==> src/rtl/dbn_pkg.sv <==
package dbn_pkg;
  // Strobes from control to the counter datapath
  typedef struct packed {
    logic up;
    logic down;
  } dbn_cmd_t;

  // Status from the datapath back to control
  typedef struct packed {
    logic sample;   // synchronized input, 1 = pressed
    logic atMax;    // count sits at the ceiling
    logic atZero;   // count sits at zero
  } dbn_stat_t;
endpackage

==> src/rtl/dbn_datapath.sv <==
module dbn_datapath
  import dbn_pkg::*;
#(
  parameter int unsigned CNT_MAX    = 250000,
  parameter bit          ACTIVE_LOW = 1'b0,
  parameter int unsigned SYNC_DEPTH = 2
) (
  input  logic      clk,
  input  logic      rst,
  input  logic      rawIn,
  input  dbn_cmd_t  cmd,
  output dbn_stat_t stat
);
  localparam int unsigned CNT_W   = $clog2(CNT_MAX + 1);
  localparam logic        IDLE_RAW = ACTIVE_LOW;
  localparam logic [CNT_W-1:0] CNT_TOP = CNT_W'(CNT_MAX);

  logic [SYNC_DEPTH-1:0] syncQ;
  logic                  pressedS;
  logic [CNT_W-1:0]      cntQ;

  // Synchronizer chain, idle value follows polarity
  always_ff @(posedge clk or posedge rst) begin
    if (rst) syncQ <= {SYNC_DEPTH{IDLE_RAW}};
    else     syncQ <= {syncQ[SYNC_DEPTH-2:0], rawIn};
  end

  // Polarity variant picked at elaboration
  generate
    if (ACTIVE_LOW) begin : g_lowActive
      assign pressedS = ~syncQ[SYNC_DEPTH-1];
    end else begin : g_highActive
      assign pressedS = syncQ[SYNC_DEPTH-1];
    end
  endgenerate

  // Integrating counter, moves only on control strobes
  always_ff @(posedge clk or posedge rst) begin
    if (rst)           cntQ <= '0;
    else if (cmd.up)   cntQ <= cntQ + 1'b1;
    else if (cmd.down) cntQ <= cntQ - 1'b1;
  end

  always_comb begin
    stat.sample = pressedS;
    stat.atMax  = (cntQ == CNT_TOP);
    stat.atZero = (cntQ == '0);
  end

  // one step per strobe
  p_up_step_r9: assert property (@(posedge clk) disable iff (rst)
    cmd.up |=> cntQ == $past(cntQ) + 1'b1);
  p_down_step_r9: assert property (@(posedge clk) disable iff (rst)
    cmd.down |=> cntQ == $past(cntQ) - 1'b1);
  // pressed input at the ceiling stays there
  p_hold_top_r3: assert property (@(posedge clk) disable iff (rst)
    (stat.atMax && stat.sample) |=> stat.atMax);
  // released input at zero stays there
  p_hold_zero_r4: assert property (@(posedge clk) disable iff (rst)
    (stat.atZero && !stat.sample) |=> stat.atZero);
endmodule

==> src/rtl/dbn_control.sv <==
module dbn_control
  import dbn_pkg::*;
(
  input  logic      clk,
  input  logic      rst,
  input  dbn_stat_t stat,
  output dbn_cmd_t  cmd,
  output logic      levelQ,
  output logic      pressQ,
  output logic      releaseQ
);
  // Saturating step decisions
  always_comb begin
    cmd.up   = stat.sample  & ~stat.atMax;
    cmd.down = ~stat.sample & ~stat.atZero;
  end

  // Hysteretic level and edge strobes
  always_ff @(posedge clk or posedge rst) begin
    if (rst) begin
      levelQ   <= 1'b0;
      pressQ   <= 1'b0;
      releaseQ <= 1'b0;
    end else begin
      pressQ   <= stat.atMax  & ~levelQ;
      releaseQ <= stat.atZero &  levelQ;
      if (stat.atMax)       levelQ <= 1'b1;
      else if (stat.atZero) levelQ <= 1'b0;
    end
  end

  // level moves only from an end of the range
  p_rise_at_top_r5: assert property (@(posedge clk) disable iff (rst)
    $rose(levelQ) |-> $past(stat.atMax));
  p_fall_at_zero_r5: assert property (@(posedge clk) disable iff (rst)
    $fell(levelQ) |-> $past(stat.atZero));
  // single-cycle strobes
  p_press_once_r6: assert property (@(posedge clk) disable iff (rst)
    pressQ |=> !pressQ);
  p_release_once_r7: assert property (@(posedge clk) disable iff (rst)
    releaseQ |=> !releaseQ);
endmodule

==> src/rtl/debounce_integrator.sv <==
module debounce_integrator
  import dbn_pkg::*;
#(
  parameter int unsigned CNT_MAX    = 250000,
  parameter bit          ACTIVE_LOW = 1'b0
) (
  input  logic clk,
  input  logic rst,
  input  logic rawIn,
  output logic levelOut,
  output logic pressPulse,
  output logic releasePulse
);
  localparam int unsigned SYNC_DEPTH = 2;

  dbn_cmd_t  cmd;
  dbn_stat_t stat;

  dbn_datapath #(
    .CNT_MAX(CNT_MAX), .ACTIVE_LOW(ACTIVE_LOW), .SYNC_DEPTH(SYNC_DEPTH)
  ) u_dp (
    .clk(clk), .rst(rst), .rawIn(rawIn), .cmd(cmd), .stat(stat)
  );

  dbn_control u_ctl (
    .clk(clk), .rst(rst), .stat(stat), .cmd(cmd),
    .levelQ(levelOut), .pressQ(pressPulse), .releaseQ(releasePulse)
  );

  // a press strobe coincides with the level having just risen
  p_press_on_rise_r6: assert property (@(posedge clk) disable iff (rst)
    pressPulse |-> (levelOut && !$past(levelOut)));
  // a release strobe coincides with the level having just fallen
  p_release_on_fall_r7: assert property (@(posedge clk) disable iff (rst)
    releasePulse |-> (!levelOut && $past(levelOut)));
endmodule

==> config.mk <==
export PLATFORM = sky130hd
export DESIGN_NAME = debounce_integrator
export DESIGN_NICKNAME = d
export VERILOG_FILES = /design/src/rtl/dbn_pkg.sv /design/src/rtl/dbn_datapath.sv /design/src/rtl/dbn_control.sv /design/src/rtl/debounce_integrator.sv
export SDC_FILE = /design/constraint.sdc
export NUM_CORES = 1
export LEC_CHECK = 0
export CORE_MARGIN = 2
export CORE_UTILIZATION = 61
export DETAILED_ROUTE_END_ITERATION = 10
export GPL_ROUTABILITY_DRIVEN = 0
export PLACE_DENSITY = 0.75
export SYNTH_ARGS = -nofsm -noshare
export SYNTH_HDL_FRONTEND = slang
export SYNTH_HIERARCHICAL = 1
export SYNTH_SLANG_ARGS = --single-unit
==> constraint.sdc <==
create_clock -name clk -period 4.6 [get_ports clk]
set_clock_uncertainty 0.1 [all_clocks]
set_input_delay 0.92 -clock clk [delete_from_list [all_inputs] [get_ports clk]]
set_output_delay 0.92 -clock clk [all_outputs]
set_load 0.02 [all_outputs]
==> impl_metrics.json <==
{
  "outcome": "complete, no violations",
  "area_growth_pct": 6.00,
  "post_cts_buffers": 0,
  "crit_arrival_ps": 3910,
  "postCtsResizedCells": 0,
  "cap_violations": 0,
  "seq_area_frac_synth_pct": 32.9,
  "tritoncts": "built",
  "rsz0062_at_grt": "false",
  "firstDrtPassIters": 4,
  "irDropWorstVdd_uv": 445,
  "fp-row-count": 19,
  "grt_max_degree": 21,
  "synth.avg_cell_area_um2": 8.62,
  "tightestPinTransition_ps": 792,
  "drv_slew": 0,
  "fillCellCount": 212,
  "wl_um": 3830,
  "leakagePower_nw": 0.874,
  "hold_class": "reg -> reg",
  "io_pins": 6,
  "antenna_found_initial": 0,
  "fin_crit_ps": 3760,
  "synth_fp_nets": 223,
  "vias": 1499,
  "grt_pass1_vias": 1443,
  "cts_buffers": 3,
  "dpl.hpwl_um": 3000,
  "path_max_fanout": 16,
  "drt-initial-drc-count": 58,
  "syn-cell-area_um2": 1750,
  "yosys_warnings": 6,
  "insertion_delay_ps": 320,
  "async_reset_ff_share_pct": 100,
  "fin_nets": 230,
  "drive_above_1_share_pct": 6.70,
  "critPathCaptureType": "flop",
  "syn_inst": 203,
  "power_density_nw_per_um2": 704,
  "cts_sinks": 23,
  "cts_htree_levels": 1,
  "finalPower_w": 0.00131,
  "cp.required_ps": 4750,
  "die_y_um": 57.6,
  "seqCellArea_um2": 576,
  "wire_per_inst_um": 15.9,
  "hold_viol_final": 0,
  "mostFrequentLayoutCells": "nand2_1, dfrtp_1, nor2_1, ha_1",
  "start_util_pct": 64.0,
  "multi_input_area_um2": 1130,
  "io_buffers": 5,
  "finalSetupViolations": 0,
  "fin_area_um2": 1860,
  "cts-root-buf": "clkbuf_4",
  "worst_setup_path_start_kind": "flop",
  "ant_nets": 0,
  "period_share_pct": 81.8,
  "die_x_um": 57.6,
  "placed_cell_area_um2": 1830,
  "fmax_ghz": 0.266,
  "yosys_most_used_dff": "dfrtp_1",
  "ys_types": 39,
  "maxSlewHeadroom_pct": 47.0,
  "antenna_cells": 0,
  "drc": 0,
  "grt_overflow": 0,
  "fin_tns_setup_ps": 0,
  "synth_seq_cells": 23,
  "avgViaCountPerCell": 6.25,
  "fp.coreArea_um2": 2730,
  "ctsLongestPathBuffers": 2,
  "layout_commonest_cell": "nand2_1",
  "synth_edf_count": 0,
  "track_usage_pct": 27.0,
  "cts_hold_buf": 0,
  "die_area_um2": 3310,
  "critical_path_class": "reg -> reg",
  "grt_pass1_wl_um": 6890,
  "clk_pin_slew_ps": 120
}
[layer usage]
metal / vias up / track usage, % / part of all wire (%)
met4: 0 / 13.3 / 2.3
met2: 39 / 41.1 / 49
met1: 709 / 38.3 / 46
met5: - / 0 / 0
met3: 7 / 2.95 / 3.4
li1: 744 / - / -
[Yosys cell counts, types with 3 or more instances]
master,count,area (um2)
nor2_1,16,60.1
nor4_1,4,25.0
o21ai_0,5,25.0
a21oi_1,14,70.1
a21o_1,13,97.6
nor3_1,5,25.0
nor2b_1,5,31.3
ha_1,16,200
nand3_1,4,20.0
o21ai_1,14,70.1
xor2_1,7,61.3
dfrtp_1,23,576
xnor2_1,8,70.1
nand2_1,25,93.8
inv_1,7,26.3
clkbuf_1,3,11.3
and3_1,4,25.0
[flip-flops by register name, summed over array words and instances, names as in the netlist]
register,cells
u_dp/syncQ,2
u_ctl/releaseQ,1
u_ctl/levelQ,1
u_ctl/pressQ,1
u_dp/cntQ,18
[worst max-delay path, cell delays in order (launching register included)]
cell      delay [ps]
dfrtp_1          440
nor4_1           290
nand3_1          130
nor3_1           320
nor2b_1          180
inv_1            470
ha_1             410
a21oi_2          290
o21ai_1          120
a21boi_1         270
o21ai_0          110
o21a_1           230
mux2i_1          200
xnor2_1          140
[area by class of cell]
type | instances | share of cell area, %
tap | 31 | 2.09
clock inverter | 1 | 0.270
clock buffer | 3 | 1.21
inverter | 7 | 1.42
multi-input combinational | 169 | 60.9
sequential | 23 | 31.0
timing repair buffer | 6 | 3.10
[worst paths after layout]
kind,startpoint,endpoint,slack [ps],depth (start not counted)
setup / recovery,u_dp/cntQ[0]$_DFFE_PP0P_,u_dp/cntQ[17]$_DFFE_PP0P_,840,13
hold / removal,u_dp/syncQ[0]$_DFF_PP0_,u_dp/syncQ[1]$_DFF_PP0_,280,0
setup reg to reg,u_dp/cntQ[0]$_DFFE_PP0P_,u_dp/cntQ[17]$_DFFE_PP0P_,840,13
hold reg to reg,u_dp/syncQ[0]$_DFF_PP0_,u_dp/syncQ[1]$_DFF_PP0_,280,0
max in group asynchronous,rst,u_dp/cntQ[2]$_DFFE_PP0P_,3000,2
min in group asynchronous,rst,u_ctl/pressQ$_DFF_PP0_,670,2
[report_power, final]
| part | internal, W | switching, W |
|---|---|---|
| logic | 0.000366 | 0.000466 |
| clock network | 0.0000326 | 0.0000611 |
| registers | 0.000290 | 0.0000903 |
[through the flow]
step	setup slack, ps	hold WS [ps]	utilization (%)	instances
2_1_floorplan	1350	231	-	203
3_3_place_gp	984	236	66.9	236
3_5_place_dp	873	257	66.9	236
4_1_cts	821	286	67.9	240
5_1_grt	472	301	67.9	240
6_report	837	280	67.9	240
[kinds of logic after synthesis]
logic type	share of synthesized area (%)
AOI/OAI and AO/OA	23.6
DFF	32.9
xor gates and xnor gates	7.51
and+or+nand+nor	19.1
buffers and inverters	2.57
muxes	1.79
adders and majority gates	12.6
(Power assumes the default switching activity.)
